### config.mk
export PLATFORM = sky130hd
export DESIGN_NAME = packed_sadd_ge
export DESIGN_NICKNAME = d
export VERILOG_FILES = /design/src/rtl/simd_add_pkg.sv /design/src/rtl/sadd_lane.sv /design/src/rtl/sadd_flag_expand.sv /design/src/rtl/sadd_out_reg.sv /design/src/rtl/packed_sadd_ge.sv
export SDC_FILE = /design/constraint.sdc
export NUM_CORES = 1
export LEC_CHECK = 0
export BUFFER_PORTS_ARGS = -buffer_cell sky130_fd_sc_hd__buf_4
export CORE_AREA = 2 2 72 142
export DETAILED_ROUTE_END_ITERATION = 7
export DIE_AREA = 0 0 74 144
export GPL_ROUTABILITY_DRIVEN = 0
export GPL_TIMING_DRIVEN = 0
export SYNTH_ARGS = -nofsm -noshare
export SYNTH_HDL_FRONTEND = slang
export SYNTH_SLANG_ARGS = --single-unit
### constraint.sdc
create_clock -name clk -period 3.5 [get_ports clk]
set_clock_uncertainty 0.2 [all_clocks]
set_input_delay 0.35 -clock clk [delete_from_list [all_inputs] [get_ports clk]]
set_output_delay 0.35 -clock clk [all_outputs]
set_load 0.02 [all_outputs]
### src/rtl/simd_add_pkg.sv
package simd_add_pkg;

  typedef enum logic {
    LANES_BYTE = 1'b0,
    LANES_HALF = 1'b1
  } lane_mode_e;

  localparam int unsigned WORD_W  = 32;
  localparam int unsigned NARROW_W = 8;
  localparam int unsigned WIDE_W   = 16;

endpackage

### src/rtl/sadd_lane.sv
module sadd_lane #(
  parameter int unsigned W = 8
) (
  input  logic [W-1:0] a,
  input  logic [W-1:0] b,
  output logic [W-1:0] sum,
  output logic         nonneg
);

  // Sign-extend both operands by one bit and add: the W+1 bit sum is exact.
  function automatic logic [W:0] widened_add(input logic [W-1:0] x,
                                              input logic [W-1:0] y);
    logic signed [W:0] xs;
    logic signed [W:0] ys;
    xs = $signed({x[W-1], x});
    ys = $signed({y[W-1], y});
    return xs + ys;
  endfunction

  logic [W:0] exact_sum;

  assign exact_sum = widened_add(a, b);
  assign sum       = exact_sum[W-1:0];
  assign nonneg    = ~exact_sum[W];

endmodule

### src/rtl/sadd_flag_expand.sv
module sadd_flag_expand
  import simd_add_pkg::*;
#(
  parameter int unsigned N_NARROW = 4,
  parameter int unsigned N_WIDE   = 2
) (
  input  lane_mode_e          mode,
  input  logic [N_NARROW-1:0] narrow_nonneg,
  input  logic [N_WIDE-1:0]   wide_nonneg,
  output logic [N_NARROW-1:0] ge_flags
);

  localparam int unsigned SPAN = N_NARROW / N_WIDE;

  for (genvar k = 0; k < N_NARROW; k++) begin : g_flag
    assign ge_flags[k] = (mode == LANES_HALF) ? wide_nonneg[k / SPAN]
                                              : narrow_nonneg[k];
  end

endmodule

### src/rtl/sadd_out_reg.sv
module sadd_out_reg #(
  parameter int unsigned DATA_W = 32,
  parameter int unsigned FLAG_W = 4
) (
  input  logic              clk,
  input  logic              rst,
  input  logic              load,
  input  logic [DATA_W-1:0] res_d,
  input  logic [FLAG_W-1:0] flag_d,
  output logic              vld_q,
  output logic [DATA_W-1:0] res_q,
  output logic [FLAG_W-1:0] flag_q
);

  always_ff @(posedge clk) begin
    if (rst) begin
      vld_q  <= 1'b0;
      res_q  <= '0;
      flag_q <= '0;
    end else begin
      vld_q <= load;
      if (load) begin
        res_q  <= res_d;
        flag_q <= flag_d;
      end
    end
  end

endmodule

### src/rtl/packed_sadd_ge.sv
module packed_sadd_ge
  import simd_add_pkg::*;
#(
  parameter int unsigned DATA_W = WORD_W,
  parameter int unsigned BYTE_W = NARROW_W,
  parameter int unsigned HALF_W = WIDE_W
) (
  input  logic                       clk,
  input  logic                       rst,
  input  logic                       in_valid,
  input  logic                       mode,
  input  logic [DATA_W-1:0]          op_a,
  input  logic [DATA_W-1:0]          op_b,
  output logic                       out_valid,
  output logic [DATA_W-1:0]          result,
  output logic [DATA_W/BYTE_W-1:0]   ge
);

  localparam int unsigned NB = DATA_W / BYTE_W;
  localparam int unsigned NH = DATA_W / HALF_W;

  lane_mode_e        lane_mode;
  logic [DATA_W-1:0] byte_sum;
  logic [DATA_W-1:0] half_sum;
  logic [NB-1:0]     byte_nonneg;
  logic [NH-1:0]     half_nonneg;
  logic [DATA_W-1:0] res_next;
  logic [NB-1:0]     ge_next;

  assign lane_mode = lane_mode_e'(mode);

  for (genvar i = 0; i < NB; i++) begin : g_byte
    sadd_lane #(.W(BYTE_W)) u_lane (
      .a      (op_a[i*BYTE_W +: BYTE_W]),
      .b      (op_b[i*BYTE_W +: BYTE_W]),
      .sum    (byte_sum[i*BYTE_W +: BYTE_W]),
      .nonneg (byte_nonneg[i])
    );
  end

  for (genvar j = 0; j < NH; j++) begin : g_half
    sadd_lane #(.W(HALF_W)) u_lane (
      .a      (op_a[j*HALF_W +: HALF_W]),
      .b      (op_b[j*HALF_W +: HALF_W]),
      .sum    (half_sum[j*HALF_W +: HALF_W]),
      .nonneg (half_nonneg[j])
    );
  end

  assign res_next = (lane_mode == LANES_HALF) ? half_sum : byte_sum;

  sadd_flag_expand #(.N_NARROW(NB), .N_WIDE(NH)) u_flags (
    .mode          (lane_mode),
    .narrow_nonneg (byte_nonneg),
    .wide_nonneg   (half_nonneg),
    .ge_flags      (ge_next)
  );

  sadd_out_reg #(.DATA_W(DATA_W), .FLAG_W(NB)) u_oreg (
    .clk    (clk),
    .rst    (rst),
    .load   (in_valid),
    .res_d  (res_next),
    .flag_d (ge_next),
    .vld_q  (out_valid),
    .res_q  (result),
    .flag_q (ge)
  );

endmodule

==> reports/metrics.json, run 1 <==
{
  "clock_network": {
    "cts_setup_buffers": 0,
    "root_buffer": "clkbuf_16",
    "clk_pin_slew_ns": 0.06,
    "cts_max_level": 2,
    "cts_num_sinks": 37,
    "cts.hold.buffers_added": 0,
    "ctsLongestPathBuffers": 2,
    "cts_tree": "built",
    "worst_skew_pair.late_latency_ns": 0.27,
    "cts_inserted_buffers": 5,
    "cts_resized": 0
  },
  "sta": {
    "drv_slew": 0,
    "final.min_clock_period_ns": 2.38,
    "grt_setup_unrepaired": "no",
    "achievable-frequency_ghz": 0.421,
    "max_slew_margin_pct": 54.6,
    "tns_ns": 0,
    "timing.final.crit_share_pct": 67.9,
    "finalSetupViolCount": 0,
    "hold_viol_final": 0,
    "max_slew.worst_pin.slew_ns": 0.682
  },
  "power": {
    "leakage_power_nw": 1.88,
    "total_power_w": 0.00157,
    "power.ir.vdd_worst_v": 0.000189,
    "power_density_nw_per_um2": 382
  },
  "logic_synthesis": {
    "synth_top_cell_area_share_pct": 24.8,
    "synth_top_family_by_area": "compound AO/OA/AOI/OAI gates",
    "syn-cell-area_um2": 2990,
    "synth-seq-area-share_pct": 24.8,
    "proportion_of_synthesized_area_in_mux_cells_pct": 2.01,
    "synth.avg_cell_area_um2": 8.05,
    "compound_cell_area_share_of_the_yosys_netlist_pct": 29.3,
    "ys_types": 57,
    "synth_enable_flop_cells": 0,
    "yosys_register_bits": 37,
    "mappedNetlistNets": 475,
    "yosys_warnings": 0,
    "post_synth_and_or_nand_nor_area_fraction_pct": 21.2,
    "synthTopCellsByArea": "dfxtp_1 (25%), ha_1 (13%), a21oi_1 (4.7%)",
    "synth_top_area_cell": "dfxtp_1",
    "synth-async-reset-ratio_pct": 0,
    "synth_flop_cell": "dfxtp_1",
    "synthCells": 371,
    "synth-xor-area-share_pct": 2.93,
    "synth_adder_area_share_pct": 16.1
  },
  "floorplanning": {
    "die_y_extent_um": 144,
    "die-area_um2": 10700,
    "die_width_um": 74,
    "design.portCount": 105,
    "start_util_pct": 31.0,
    "core_area_um2": 9640,
    "num_rows": 51
  },
  "finish": {
    "nets": 586,
    "layout.filler_cells": 1022,
    "mostFrequentLayoutCell": "buf_4",
    "area_taken_by_multi_input_logic_gates_um2": 2140,
    "most_frequent_cells_in_the_layout": "buf_4 (104), dfxtp_1 (37), nor2_1 (36)",
    "syn2layout_area_growth_pct": 37.4,
    "final_layout_size_suffix_gt1_share_pct": 25.7,
    "antenna_cells": 0,
    "sequential_cell_area_um2": 741
  },
  "routing": {
    "detail_route.vias_per_cell": 5.27,
    "via_count_of_the_routed_design": 3240,
    "ant_nets": 0,
    "drt_pre_antenna_iters": 4,
    "postRouteWirelength_um": 9390,
    "detail_route.iter0.violations": 114,
    "post-route-drc-count": 0,
    "routedWlPerCell_um": 15.3
  },
  "placed_design": {
    "hpwlAfterDp_um": 7640,
    "numPortBuffers": 104
  },
  "worst_setup_path": {
    "worst-endpoint-required_ns": 3.49,
    "timing_worst_setup_path_type": "in -> reg",
    "worst-path-max-fanout": 3,
    "data_arrival_time_of_the_critical_path_ns": 2.37,
    "worst_path_dominant_cell_family": "compound AO/OA/AOI/OAI gates",
    "crit_path_max_incr_delay_ns": 0.40,
    "crit_path_cell_trace": "buf_4 > ha_1 > inv_1 > fa_1 > nor2b_1 > o31a_2 > o21a_1 > o21ai_0 > a311o_1 > a311oi_1",
    "path_buf_inv": 2,
    "cpMaxStageDelayCell": "a311o_1",
    "startpoint_kind_of_the_worst_setup_timing_path": "input pin",
    "worst_setup_path_end_kind": "register"
  },
  "global_route": {
    "grt_pass1_vias": 3199,
    "grt_first_pass_wirelength_um": 14600,
    "overall_overflow_remaining_after_global_route": 0,
    "track_usage_pct": 17.5,
    "grt_antenna_before_repair": 0,
    "grt_max_degree": 12
  },
  "flow_run": {
    "drv.max_cap_violation_count": 0
  },
  "status": {
    "run_status": "finished, final reports clean"
  },
  "hold_path": {
    "hold_class": "in -> reg"
  }
}
## synthesized netlist by cell type, drive strengths merged, types with 2 or more instances
| cell type | n |
|---|---|
| a21o | 12 |
| a311oi | 5 |
| nand3b | 3 |
| xor2 | 7 |
| a41oi | 3 |
| mux2i | 6 |
| o211ai | 3 |
| a311o | 2 |
| nor2 | 36 |
| nand2b | 7 |
| xnor2 | 3 |
| a221oi | 2 |
| a211oi | 10 |
| a2111oi | 3 |
| o22ai | 3 |
| nand2 | 32 |
| ha | 32 |
| or3 | 3 |
| nand3 | 17 |
| a22o | 2 |
| and4 | 2 |
| a31oi | 5 |
| o311ai | 2 |
| o21a | 7 |
| inv | 13 |
| o21bai | 4 |
| nor2b | 7 |
| a21oi | 28 |
| o21ai | 22 |
| o31a | 3 |
| fa | 4 |
| and3 | 7 |
| nand4 | 4 |
| clkbuf | 8 |
| and2 | 3 |
| dfxtp | 37 |
| nor3 | 7 |
| buf | 6 |
## final timing paths
kind | from | end | depth (start not counted) | slack, ns
worst min-delay path | rst | u_oreg.res_q[13]$_SDFFE_PP0P_ | 3 | 0.21
worst max register to register | u_oreg.res_q[9]$_SDFFE_PP0P_ | u_oreg.res_q[9]$_SDFFE_PP0P_ | 2 | 2.52
worst min register to register | u_oreg.res_q[1]$_SDFFE_PP0P_ | u_oreg.res_q[1]$_SDFFE_PP0P_ | 2 | 0.27
worst max-delay path | op_a[0] | u_oreg.flag_q[0]$_SDFFE_PP0P_ | 10 | 1.12
## registers in the layout (all words and copies together), names as in the netlist
name / cells
u_oreg.flag_q: 4
u_oreg.vld_q: 1
u_oreg.res_q: 32
## tightest hold or removal path, cell delays in order
cell	delay [ns]
buf_4	0.11
or4_1	0.11
nand3_1	0.06
## metal layers
metal / track usage, % / share of wire (%) / up-vias
met5: 0 / 0 / -
met4: 7.75 / 3.6 / 0
met3: 2.37 / 3.6 / 22
met2: 33.9 / 56 / 94
met1: 17.7 / 37 / 1517
li1: - / - / 1607
## cell type report
type / instances / area share, %
buffer: 14 / 1.40
clock buffer: 7 / 3.47
clock inverter: 1 / 0.731
inverter: 14 / 1.28
multi-input combinational: 306 / 52.0
sequential: 37 / 18.0
tap: 132 / 4.02
timing repair buffer: 104 / 19.0
## metrics by stage
step | std cells | worst slack, ns | hold WS (ns) | util [%] | area, um^2
final | 615 | 1.12 | 0.206 | 42.6 | 4110
after global routing | 615 | 0.967 | 0.218 | 42.6 | 4110
after CTS | 615 | 1.14 | 0.203 | 42.6 | 4110
after detailed placement | 607 | 0.854 | 0.258 | 40.8 | 3930
after global placement | 607 | 0.891 | 0.248 | 40.8 | 3930
after floorplan | 371 | 1.18 | 0.335 | - | 2990
## where the power goes
group          internal, W  leakage, nW  switching [W]
sequential        0.000463        0.306      0.0000263
clock             0.000356       0.0841       0.000172
combinational     0.000250         1.49       0.000303
total              0.00107         1.88       0.000501
## cell families (layout without fill, tap and decap cells)
kind of cell    after synthesis  count (layout)
buf+inv                      28             140
fa+ha+maj                    36              36
simple gates                131             131
compound gates              123             123
xor+xnor                     10              10
flops                        37              37
mux                           6               6
Note: power is estimated with default switching activity, not from simulation.
==> run 2: changes to the inputs <==
--- a/config.mk
+++ b/config.mk
@@ -5,10 +5,11 @@
 export SDC_FILE = /design/constraint.sdc
 export NUM_CORES = 1
 export LEC_CHECK = 0
+export ABC_AREA = 1
 export BUFFER_PORTS_ARGS = -buffer_cell sky130_fd_sc_hd__buf_4
-export CORE_AREA = 2 2 72 142
+export CORE_AREA = 2 2 76 150
 export DETAILED_ROUTE_END_ITERATION = 7
-export DIE_AREA = 0 0 74 144
+export DIE_AREA = 0 0 78 152
 export GPL_ROUTABILITY_DRIVEN = 0
 export GPL_TIMING_DRIVEN = 0
 export SYNTH_ARGS = -nofsm -noshare
==> constraint.sdc (replaced) <==
create_clock -name clk -period 2.32 [get_ports clk]
set_clock_uncertainty 0.2 [all_clocks]
set_input_delay 0.232 -clock clk [delete_from_list [all_inputs] [get_ports clk]]
set_output_delay 0.232 -clock clk [all_outputs]
set_load 0.02 [all_outputs]
==> run 2 against run 1 <==
Final area up 9.0%; highest routed layer unchanged; clock-buffer cell count down 1; sequential share of layout area down 1.5 points; worst hold slack worse by 0.11 ns; sequential power up 50%; combinational power up 68%; non-clock buffer count down 2; critical path depth up 4; via count up 18%; clock power up 53%.
==> reports/metrics.json, run 2 <==
{
  "logic_synthesis": {
    "synth_enable_flop_cells": 0,
    "synthCells": 549,
    "ys_types": 30,
    "synth-async-reset-ratio_pct": 0,
    "synthTopCellsByArea": "dfxtp_1 (22%), nand2_1 (17%), ha_1 (12%)",
    "synth.avg_cell_area_um2": 6.12,
    "yosys_warnings": 0,
    "synth_top_area_cell": "dfxtp_1",
    "syn-cell-area_um2": 3360,
    "synth-seq-area-share_pct": 22.1,
    "synth.most_common_cell": "nand2_1",
    "yosys_register_bits": 37,
    "synth_flop_cell": "dfxtp_1",
    "synth_top_cell_area_share_pct": 22.1,
    "yosys-top-cells-count": "nand2_1 (151), inv_1 (74), nor2_1 (65), a21oi_1 (47), nand3_1 (44)",
    "mappedNetlistNets": 653
  },
  "clock_network": {
    "root_buffer": "clkbuf_16",
    "cts.hold.buffers_added": 0,
    "cts_num_sinks": 37,
    "clk_pin_slew_ns": 0.06,
    "cts_resized": 0,
    "cts_max_level": 2,
    "worst_skew_pair.late_latency_ns": 0.29,
    "cts_setup_buffers": 0,
    "cts_tree": "built",
    "ctsLongestPathBuffers": 2,
    "cts_inserted_buffers": 5
  },
  "placed_design": {
    "numPortBuffers": 102,
    "hpwlAfterDp_um": 9170
  },
  "routing": {
    "via_count_of_the_routed_design": 3825,
    "drt_pre_antenna_iters": 4,
    "detail_route.vias_per_cell": 4.79,
    "routedWlPerCell_um": 13.6,
    "ant_nets": 0,
    "post-route-drc-count": 0,
    "postRouteWirelength_um": 10900,
    "detail_route.iter0.violations": 103
  },
  "status": {
    "run_status": "finished, final reports clean"
  },
  "sta": {
    "final.min_clock_period_ns": 1.94,
    "tns_ns": 0,
    "achievable-frequency_ghz": 0.515,
    "max_slew.worst_pin.slew_ns": 0.493,
    "timing.final.crit_share_pct": 83.7,
    "finalSetupViolCount": 0,
    "grt_setup_unrepaired": "no",
    "drv_slew": 0,
    "max_slew_margin_pct": 67.1,
    "hold_viol_final": 0
  },
  "finish": {
    "largest_register_ffs": 32,
    "nets": 762,
    "most_frequent_cells_in_the_layout": "nand2_1 (151), buf_4 (102), inv_1 (74)",
    "syn2layout_area_growth_pct": 33.3,
    "mostFrequentLayoutCell": "nand2_1",
    "top_regs": "u_oreg.res_q (32), u_oreg.flag_q (4), u_oreg.vld_q (1)",
    "final_layout_size_suffix_gt1_share_pct": 19.4,
    "regMostFlops": "u_oreg.res_q",
    "post-route-util_pct": 41.4,
    "antenna_cells": 0
  },
  "worst_setup_path": {
    "data_arrival_time_of_the_critical_path_ns": 1.91,
    "timing.rr.end": "u_oreg.res_q[1]$_SDFFE_PP0P_",
    "worst-path-max-fanout": 4,
    "worst_setup_path_end_kind": "register",
    "timing_worst_setup_path_type": "in -> reg",
    "startpoint_kind_of_the_worst_setup_timing_path": "input pin",
    "worst_r2r_startpoint": "u_oreg.res_q[1]$_SDFFE_PP0P_",
    "reg2reg_slack_ns": 1.43,
    "worst-endpoint-required_ns": 2.29,
    "rr_worst_depth": 2,
    "critPathLaunch": "op_a[0]"
  },
  "flow_run": {
    "drv.max_cap_violation_count": 0
  },
  "power": {
    "power_frac_comb_pct": 37.6,
    "net-switching-power_w": 0.000853,
    "power_report.internal_total_w": 0.00162,
    "power.sequential.fraction_pct": 29.7,
    "power_density_nw_per_um2": 552,
    "leakage_power_nw": 2.43,
    "power.clock.fraction_pct": 32.8,
    "power_switching_share_pct": 34.6,
    "power.ir.vdd_worst_v": 0.000367
  },
  "global_route": {
    "overall_overflow_remaining_after_global_route": 0,
    "track_usage_pct": 18.6,
    "grt_max_degree": 13,
    "grt_pass1_vias": 3750,
    "grt_antenna_before_repair": 0,
    "grt_first_pass_wirelength_um": 17500
  },
  "floorplanning": {
    "die_width_um": 78,
    "die-area_um2": 11900,
    "core_area_um2": 10800,
    "design.portCount": 105,
    "start_util_pct": 31.1,
    "die_y_extent_um": 152,
    "num_rows": 54
  },
  "hold_path": {
    "hold_class": "in -> reg",
    "worstHoldEndpoint": "u_oreg.res_q[0]$_SDFFE_PP0P_",
    "worstHoldPathCells": 4,
    "hold_start": "op_b[0]"
  }
}
==> run 2: cell count changes after synthesis, moves of 9 or more <==
cell | before | now
nand2_1 | 31 | 151
inv_1 | 13 | 74
nor2_1 | 36 | 65
nand3_1 | 17 | 44
a21oi_1 | 28 | 47
o21ai_0 | 21 | 34
a211oi_1 | 9 | 0
a21o_1 | 12 | 3
==> run 2: power by group through the flow <==
stage               registers [W]  clock network [W]  logic, W
finish                   0.000732           0.000809  0.000927
global route             0.000738           0.000846   0.00104
CTS                      0.000732           0.000818  0.000932
detailed placement       0.000746                  0  0.000926
global placement         0.000745                  0  0.000917
floorplan                0.000809                  0  0.000519
==> run 2: cell families (layout without fill, tap and decap cells) <==
| logic type | count (synthesis) | count (layout) | share of synthesized area [%] |
|---|---|---|---|
| adder cells (fa/ha/maj) | 36 | 36 | 14.3 |
| AO/OA/AOI/OAI | 92 | 92 | 14.8 |
| flip-flops | 37 | 37 | 22.1 |
| buffers and inverters | 88 | 198 | 10.2 |
| AND/OR/NAND/NOR | 283 | 283 | 35.2 |
| XOR/XNOR | 13 | 13 | 3.39 |
==> run 2: area by class of cell <==
cell class	count	area [um^2]
buffer	14	66.3
clock buffer	6	139
clock inverter	2	37.5
fill	1214	6330
inverter	74	278
multi-input combinational	424	2270
sequential	37	741
tap	140	175
timing repair buffer	102	766
==> run 2: stage by stage <==
step / power, W / hold WS, ns / setup WS (ns) / instance area, um^2 / instances
CTS: 0.00248 / 0.0909 / 0.417 / 4480 / 799
global route: 0.00262 / 0.110 / 0.239 / 4480 / 799
detailed placement: 0.00167 / 0.268 / 0.126 / 4300 / 791
floorplan: 0.00133 / 0.273 / 0.468 / 3360 / 549
finish: 0.00247 / 0.0938 / 0.379 / 4480 / 799
global placement: 0.00166 / 0.275 / 0.137 / 4300 / 791
==> run 2: worst max path at each step <==
stage / end / slack, ns / cells after the start
6_report: u_oreg.res_q[12]$_SDFFE_PP0P_ / 0.38 / 14
5_1_grt: u_oreg.res_q[12]$_SDFFE_PP0P_ / 0.24 / 14
4_1_cts: u_oreg.flag_q[0]$_SDFFE_PP0P_ / 0.42 / 13
3_5_place_dp: u_oreg.flag_q[1]$_SDFFE_PP0P_ / 0.13 / 13
3_3_place_gp: u_oreg.res_q[12]$_SDFFE_PP0P_ / 0.14 / 14
2_1_floorplan: u_oreg.res_q[12]$_SDFFE_PP0P_ / 0.47 / 13
==> run 2: worst max-delay path, stage by stage <==
cell     delay, ns
buf_4         0.08
ha_1          0.15
inv_1         0.05
fa_1          0.39
inv_1         0.07
nand3_1       0.06
nand2_1       0.15
nand3_1       0.11
nand2_1       0.21
nand3_1       0.13
nand3_1       0.09
nand2_1       0.05
nor2_1        0.08
nor2_1        0.05
==> run 2: layer usage <==
layer / GRT usage [%] / wire [um] / vias to the layer above
li1: - / - / 1973
met2: 37.8 / 6320 / 106
met5: 0 / 0 / -
met4: 10.9 / 544 / 0
met3: 1.43 / 354 / 29
met1: 17.1 / 3680 / 1717
